`src/rtl/trap_entry.sv`:
```
module trap_entry #(
  parameter int XLEN  = 32,
  parameter int SEL_W = 4
) (
  input  logic                     clk,
  input  logic                     rst_n,
  input  logic                     trap_valid,
  input  logic                     trap_irq,
  input  logic [1:0]               trap_kind,
  input  logic [$clog2(XLEN)-1:0]  trap_code,
  input  logic [XLEN-1:0]          trap_value,
  input  logic [XLEN-1:0]          trap_pc,
  input  logic                     csr_we,
  input  logic [SEL_W-1:0]         csr_sel,
  input  logic [XLEN-1:0]          csr_wdata,
  output logic [XLEN-1:0]          csr_rdata,
  output logic                     redirect_valid,
  output logic [XLEN-1:0]          redirect_pc,
  output logic [1:0]               priv_mode
);
  localparam int CW = $clog2(XLEN);
  localparam logic [XLEN-1:0] EDELEG_MASK = XLEN'(32'hB3FF);
  localparam logic [1:0] PRIV_M = 2'd3;
  localparam logic [1:0] PRIV_S = 2'd1;

  logic [XLEN-1:0] edeleg, ideleg, mvec, svec;
  logic [XLEN-1:0] mepc, mcause, mtval, sepc, scause, stval;
  logic            st_mie, st_sie, st_mpie, st_spie, st_spp;
  logic [1:0]      st_mpp;

  logic [CW-1:0]   eff_code;
  logic            to_s;
  logic [XLEN-1:0] vec, base, target, cause_val, tval_val, status_word;

  assign eff_code  = (trap_kind == 2'd1) ? CW'(3) :
                     (trap_kind == 2'd2) ? CW'(8) + CW'(priv_mode) : trap_code;
  assign to_s      = (priv_mode != PRIV_M) &&
                     (trap_irq ? ideleg[eff_code] : edeleg[eff_code]);
  assign vec       = to_s ? svec : mvec;
  assign base      = {vec[XLEN-1:2], 2'b00};
  assign target    = (vec[1:0] == 2'd1) ? base + (XLEN'(eff_code) << 2) : base;
  assign cause_val = XLEN'(eff_code) | ({{(XLEN-1){1'b0}}, trap_irq} << (XLEN-1));
  assign tval_val  = (trap_kind == 2'd1 || trap_kind == 2'd2) ? '0 : trap_value;

  assign status_word = (XLEN'(st_mpp) << 11) | (XLEN'(st_spp) << 8) |
                       (XLEN'(st_mpie) << 7) | (XLEN'(st_spie) << 5) |
                       (XLEN'(st_mie) << 3)  | (XLEN'(st_sie) << 1);

  always_ff @(posedge clk) begin
    if (!rst_n) begin
      edeleg <= '0; ideleg <= '0; mvec <= '0; svec <= '0;
      mepc <= '0; mcause <= '0; mtval <= '0;
      sepc <= '0; scause <= '0; stval <= '0;
      st_mie <= 1'b0; st_sie <= 1'b0; st_mpie <= 1'b0; st_spie <= 1'b0;
      st_spp <= 1'b0; st_mpp <= 2'd0;
      priv_mode <= PRIV_M;
      redirect_valid <= 1'b0;
      redirect_pc <= '0;
    end else begin
      redirect_valid <= trap_valid;
      if (trap_valid) begin
        redirect_pc <= target;
        if (to_s) begin
          sepc    <= trap_pc;
          scause  <= cause_val;
          stval   <= tval_val;
          st_spp  <= priv_mode[0];
          st_spie <= st_sie;
          st_sie  <= 1'b0;
          priv_mode <= PRIV_S;
        end else begin
          mepc    <= trap_pc;
          mcause  <= cause_val;
          mtval   <= tval_val;
          st_mpp  <= priv_mode;
          st_mpie <= st_mie;
          st_mie  <= 1'b0;
          priv_mode <= PRIV_M;
        end
      end else if (csr_we) begin
        case (csr_sel)
          SEL_W'(0):  edeleg <= csr_wdata & EDELEG_MASK;
          SEL_W'(1):  ideleg <= csr_wdata;
          SEL_W'(2):  mvec   <= csr_wdata;
          SEL_W'(3):  svec   <= csr_wdata;
          SEL_W'(4):  mepc   <= csr_wdata;
          SEL_W'(5):  mcause <= csr_wdata;
          SEL_W'(6):  mtval  <= csr_wdata;
          SEL_W'(7):  sepc   <= csr_wdata;
          SEL_W'(8):  scause <= csr_wdata;
          SEL_W'(9):  stval  <= csr_wdata;
          SEL_W'(10): begin
            st_mpp  <= csr_wdata[12:11];
            st_spp  <= csr_wdata[8];
            st_mpie <= csr_wdata[7];
            st_spie <= csr_wdata[5];
            st_mie  <= csr_wdata[3];
            st_sie  <= csr_wdata[1];
          end
          SEL_W'(11): if (csr_wdata[1:0] != 2'd2) priv_mode <= csr_wdata[1:0];
          default: ;
        endcase
      end
    end
  end

  always_comb begin
    case (csr_sel)
      SEL_W'(0):  csr_rdata = edeleg;
      SEL_W'(1):  csr_rdata = ideleg;
      SEL_W'(2):  csr_rdata = mvec;
      SEL_W'(3):  csr_rdata = svec;
      SEL_W'(4):  csr_rdata = mepc;
      SEL_W'(5):  csr_rdata = mcause;
      SEL_W'(6):  csr_rdata = mtval;
      SEL_W'(7):  csr_rdata = sepc;
      SEL_W'(8):  csr_rdata = scause;
      SEL_W'(9):  csr_rdata = stval;
      SEL_W'(10): csr_rdata = status_word;
      SEL_W'(11): csr_rdata = XLEN'(priv_mode);
      default:    csr_rdata = '0;
    endcase
  end
endmodule

```
`config.mk`:
```
export PLATFORM = sky130hd
export DESIGN_NAME = trap_entry
export DESIGN_NICKNAME = d
export VERILOG_FILES = /design/src/rtl/trap_entry.sv
export SDC_FILE = /design/constraint.sdc
export NUM_CORES = 1
export LEC_CHECK = 0
export BUFFER_PORTS_ARGS = -buffer_cell sky130_fd_sc_hd__buf_2
export CAP_MARGIN = 20
export CORE_ASPECT_RATIO = 0.5
export CORE_MARGIN = 3
export CORE_UTILIZATION = 45
export CTS_CLUSTER_DIAMETER = 50
export DETAILED_ROUTE_END_ITERATION = 6
export GPL_TIMING_DRIVEN = 0
export PLACE_DENSITY_LB_ADDON = 0.05
export SLEW_MARGIN = 20
export SYNTH_ARGS = -nofsm -noshare
export SYNTH_HDL_FRONTEND = slang
export SYNTH_SLANG_ARGS = --single-unit
export TNS_END_PERCENT = 30
```
`constraint.sdc`:
```
create_clock -name clk -period 9.3 [get_ports clk]
set_input_delay 2.79 -clock clk [delete_from_list [all_inputs] [get_ports clk]]
set_output_delay 2.79 -clock clk [all_outputs]
set_load 0.05 [all_outputs]
```
Word level (Yosys, flattened, before mapping)
Cells that the tools add are included.
{"block": "word_totals", "in_bits": 112, "reg_bits": 343, "output_inout_bits": 67}
{"block": "classes", "bitwise_logic": 7, "n_eq_ne": 18, "magnitude_cmp": 1, "mux": 64, "reduce_logical": 26, "add_sub_neg": 2}
{"operator": "$mux 32", "n": 27}
{"operator": "$pmux 32 s12", "n": 1}
{"operator": "$reduce_and 3->1", "n": 13}
{"operator": "$add 32x7->32", "n": 1}
{"operator": "$or 5x32->32", "n": 1}
{"operator": "$mux 1", "n": 23}
{"operator": "$reduce_bool 2->1", "n": 10}
{"operator": "$mux 2", "n": 9}
{"operator": "$eq 4x3->1 const B", "n": 4}
{"operator": "$eq 4x4->1 const B", "n": 4}
{"operator": "$or 13x2->13", "n": 1}
{"operator": "$or 13x4->13", "n": 1}
{"operator": "$or 13x6->13", "n": 1}
{"operator": "$or 13x8->13", "n": 1}
{"operator": "$or 13x9->13", "n": 1}
{"operator": "$bmux 1 s5", "n": 2}
{"operator": "$mux 5", "n": 2}
{"operator": "$eq 4x2->1 const B", "n": 2}
{"operator": "$lt 5x6->1 const B", "n": 1}
{"operator": "$ne 2x2->1 const B", "n": 3}
{"operator": "$add 4x2->5 const A", "n": 1}
{"operator": "$eq 2x1->1 const B", "n": 2}
{"operator": "$eq 4x1->1 const B", "n": 1}
{"operator": "$logic_not 4->1", "n": 1}
{"operator": "5 further kinds", "n": 5}

Longest topological paths before layout
{"block": "depth", "ltp_word": 10, "mapped_depth": 27, "mapped_depth_nobuf": 22}

Least setup slack after synthesis
OpenSTA, ideal clock, no wires.
{"block": "synth_path", "kind": "input -> output", "start": "in csr_sel[3]", "end": "out csr_rdata[15]", "t_required_ps": 6510, "stages": 7, "arrival_time_ps": 4679, "slack_ps": 1831, "n_path_buf": 3, "cell_sequence": "clkbuf_1 > nand2b_1 > nor3_1 > clkbuf_1 > buf_1 > a22oi_1 > nand4_1"}
{"block": "synth_via", "elab_chain_len": 2}
{"element": "from (decl)", "line_no": "14", "source": "input logic [SEL_W-1:0] csr_sel,"}
{"element": "$eq 4x4->1 (tied with other cells)", "line_no": "108", "source": "case (csr_sel)"}
{"element": "$pmux 32 s12 (*)", "line_no": "108"}
{"element": "to (decl)", "line_no": "16", "source": "output logic [XLEN-1:0] csr_rdata,"}
Mark *: on every way between the ends. The rest lies on a longest branch, timed or not.

Worst setup path in the final report
{"block": "layout_path", "start": "in csr_sel[2]", "end": "out csr_rdata[15]"}
Same word-level chain as after synthesis.

==> flow_metrics.tcl <==
set metrics [dict create \
    antenna_cells 0 \
    track_usage_pct 39.7 \
    synthCells 1989 \
    num-nets-final 2317 \
    critPathCaptureType "output pin" \
    max_cap_viol_count 0 \
    ys_warn_count 0 \
    drt-total-wl_um 78000 \
    clkLatencyLatePin_ps 550 \
    avgSynthCellArea_sq_um 8.07 \
    hold_violations 0 \
    area_delta_synth_final_pct 16.9 \
    critPathLaunchType "input port" \
    power.leakage_uw 0.00683 \
    fp.dieH_um 140 \
    timing.rr.start "priv_mode[1]$_SDFFE_PN1P_" \
    max_slew_margin_pct 5.61 \
    synth_enable_flop_cells 0 \
    min_to "redirect_pc[26]$_SDFFE_PN0P_" \
    start_util_pct 46.1 \
    synth.largest_area_cell "dfxtp_1" \
    core_sq_um 34800 \
    synth_area_sq_um 16000 \
    timing.rr.end "redirect_pc[30]$_SDFFE_PN0P_" \
    viasPerCell 6.48 \
    period_minus_slack_ps 9310 \
    finalNonFillerCells 2699 \
    io_pins 179 \
    cts_setup_buffers 0 \
    violations "DRC, setup timing" \
    timing.fmax_mhz 107 \
    clock_sinks 341 \
    grt_first_pass_wirelength_um 110000 \
    cts_buffers 35 \
    clock_skew_ps 19.8 \
    ys_seq_area_share_pct 42.5 \
    drive_gt1_share_pct 13.4 \
    gp_congestion 0.994 \
    cp.arrival_ps 6520 \
    grt_pass1_vias 15800 \
    worst_slew_pin_slew_ps 1410 \
    hold_path_class "reg -> reg" \
    yosys.area.top_type_share_pct 42.5 \
    rsz0062_at_grt "false" \
    route.vias.total 17500 \
    utilization_pct 53.9 \
    drc 2 \
    ys_ff_latch 341 \
    cts_tree "built" \
    h-tree-depth 2 \
    ys.flop_type "dfxtp_1" \
    worst-r2r-cell-count 21 \
    final_common_cell "dfxtp_1" \
    dr.pass1.iters 7 \
    hold_buffers 0 \
    antenna_found_initial 3 \
    detail_route.iter0.violations 2931 \
    portBuffers 169 \
    cts_buffer_depth 3 \
    ys_async_sr_fraction_pct 0 \
    post-route-period-util_pct 100 \
    clockRootBuffer "clkbuf_16" \
    post_drt_wl_per_cell_um 28.9 \
    hpwl_um 59900 \
    ant_nets 0 \
    worstSetupPathType "in -> out" \
    overflow 0 \
    grt_max_degree 15 \
    status "finished, violations left" \
    rows 48 \
    clk_pin_slew_worst_paths_ps 60 \
    worstPathRequired_ps 6510 \
    dp_worst_setup_slack_ps 82.5 \
    drv_slew 0 \
    peakVddDrop_v 0.000138 \
    synth_area_leaders "dfxtp_1 43%, nand2_1 7.5%, a21oi_1 6.8%, a211oi_1 6.6%, nor2_1 5.4%" \
    setup_ws_ps -11.2 \
    dieArea_sq_um 38100 \
    synth_cell_types 72 \
    ctsResizeCount 0 \
    ff2ff_setup_slack_ps 2540 \
    place_inst 2636 \
    critPathMaxFanout 10 \
    hold_path_startpoint "redirect_pc[26]$_SDFFE_PN0P_" \
    final_cell_mix "341 x dfxtp_1, 322 x nand2_1, 233 x nor2_1" \
    finalSetupViolations 1 \
    dieWidth_um 273 \
    power_density_nw_per_um2 186 \
    hold_depth 2 \
    nFillCells 3503 \
]
[cell families after synthesis]
kind of cell | Yosys count | share of synthesized area [%]
and+or+nand+nor | 740 | 19.9
AOI/OAI and AO/OA | 641 | 27.7
DFF | 341 | 42.5
buffers and inverters | 190 | 4.93
xor gates and xnor gates | 46 | 2.51
muxes | 23 | 1.78
adders and majority gates | 7 | 0.593
other | 1 | 0.0234
[synth_stat cells, drive strengths merged (12+ instances only)]
cell,number
o21ai,26
a22o,24
clkbuf,129
inv,18
and3,15
a21oi,220
xnor2,21
nor2,234
nand2,323
a211oi,142
xor2,25
a221oi,26
a221o,12
o211ai,16
mux2i,17
buf,43
nand4,21
nor2b,37
nand3,54
a22oi,109
dfxtp,341
a222oi,24
[final cells by class]
type,count,area [sq um],area share [%]
plain buffers,172,724,3.86
clock buffers,52,1090,5.82
clock inverters,11,134,0.713
inverters,18,67.6,0.360
multi-input cells,1459,8460,45.1
flip-flops and latches,341,6830,36.4
well taps,475,594,3.17
repair buffers,171,865,4.61
[power by group]
part	leakage (uW)	total [uW]	switching (uW)	internal [uW]
clock network	0.000614	1540	644	899
registers	0.00277	1540	32.9	1510
logic	0.00345	405	300	105
total	0.00683	3490	978	2510
[how the worst max path moves through the flow]
stage	start	endpoint	slack, ps	cells after the start
2_1_floorplan	csr_sel[3]	csr_rdata[15]	1830	7
3_3_place_gp	csr_sel[3]	csr_rdata[13]	-520	8
3_5_place_dp	trap_kind[0]	redirect_pc[30]$_SDFFE_PN0P_	80	25
4_1_cts	csr_sel[3]	csr_rdata[13]	390	8
5_1_grt	csr_sel[2]	csr_rdata[11]	50	8
6_report	csr_sel[2]	csr_rdata[15]	-10	8
[flip-flops by register name (all words and copies together) (netlist names), 13 cells and up]
| register | cells |
|---|---|
| ideleg | 32 |
| mcause | 32 |
| mepc | 32 |
| mtval | 32 |
| mvec | 32 |
| scause | 32 |
| sepc | 32 |
| stval | 32 |
| svec | 32 |
| redirect_pc | 30 |
| edeleg | 13 |
[through the flow]
step / instance area, sq um / setup TNS (ps) / total power [uW] / hold slack [ps]
3_5_place_dp: 17500 / 0 / 1960 / 448
2_1_floorplan: 16100 / 0 / 1780 / 431
5_1_grt: 18800 / 0 / 3570 / 471
4_1_cts: 18800 / 0 / 3460 / 460
3_3_place_gp: 17500 / -4380 / 1960 / 446
6_report: 18800 / -11.2 / 3490 / 462
[metal layers]
metal	wire length (um)	vias up	global-route usage, %
met3	11400	193	14.2
met5	57	-	0
li1	-	7631	-
met2	31000	1248	55.3
met4	2950	2	12.4
met1	32600	8421	57.0
[worst max-delay path, stage by stage]
cell	delay, ps
clkbuf_1	310
nand2b_1	210
nor2_1	840
clkbuf_1	770
buf_1	850
a22oi_1	220
nand4_1	220
buf_2	290
Note: power is estimated with default switching activity, not from simulation.
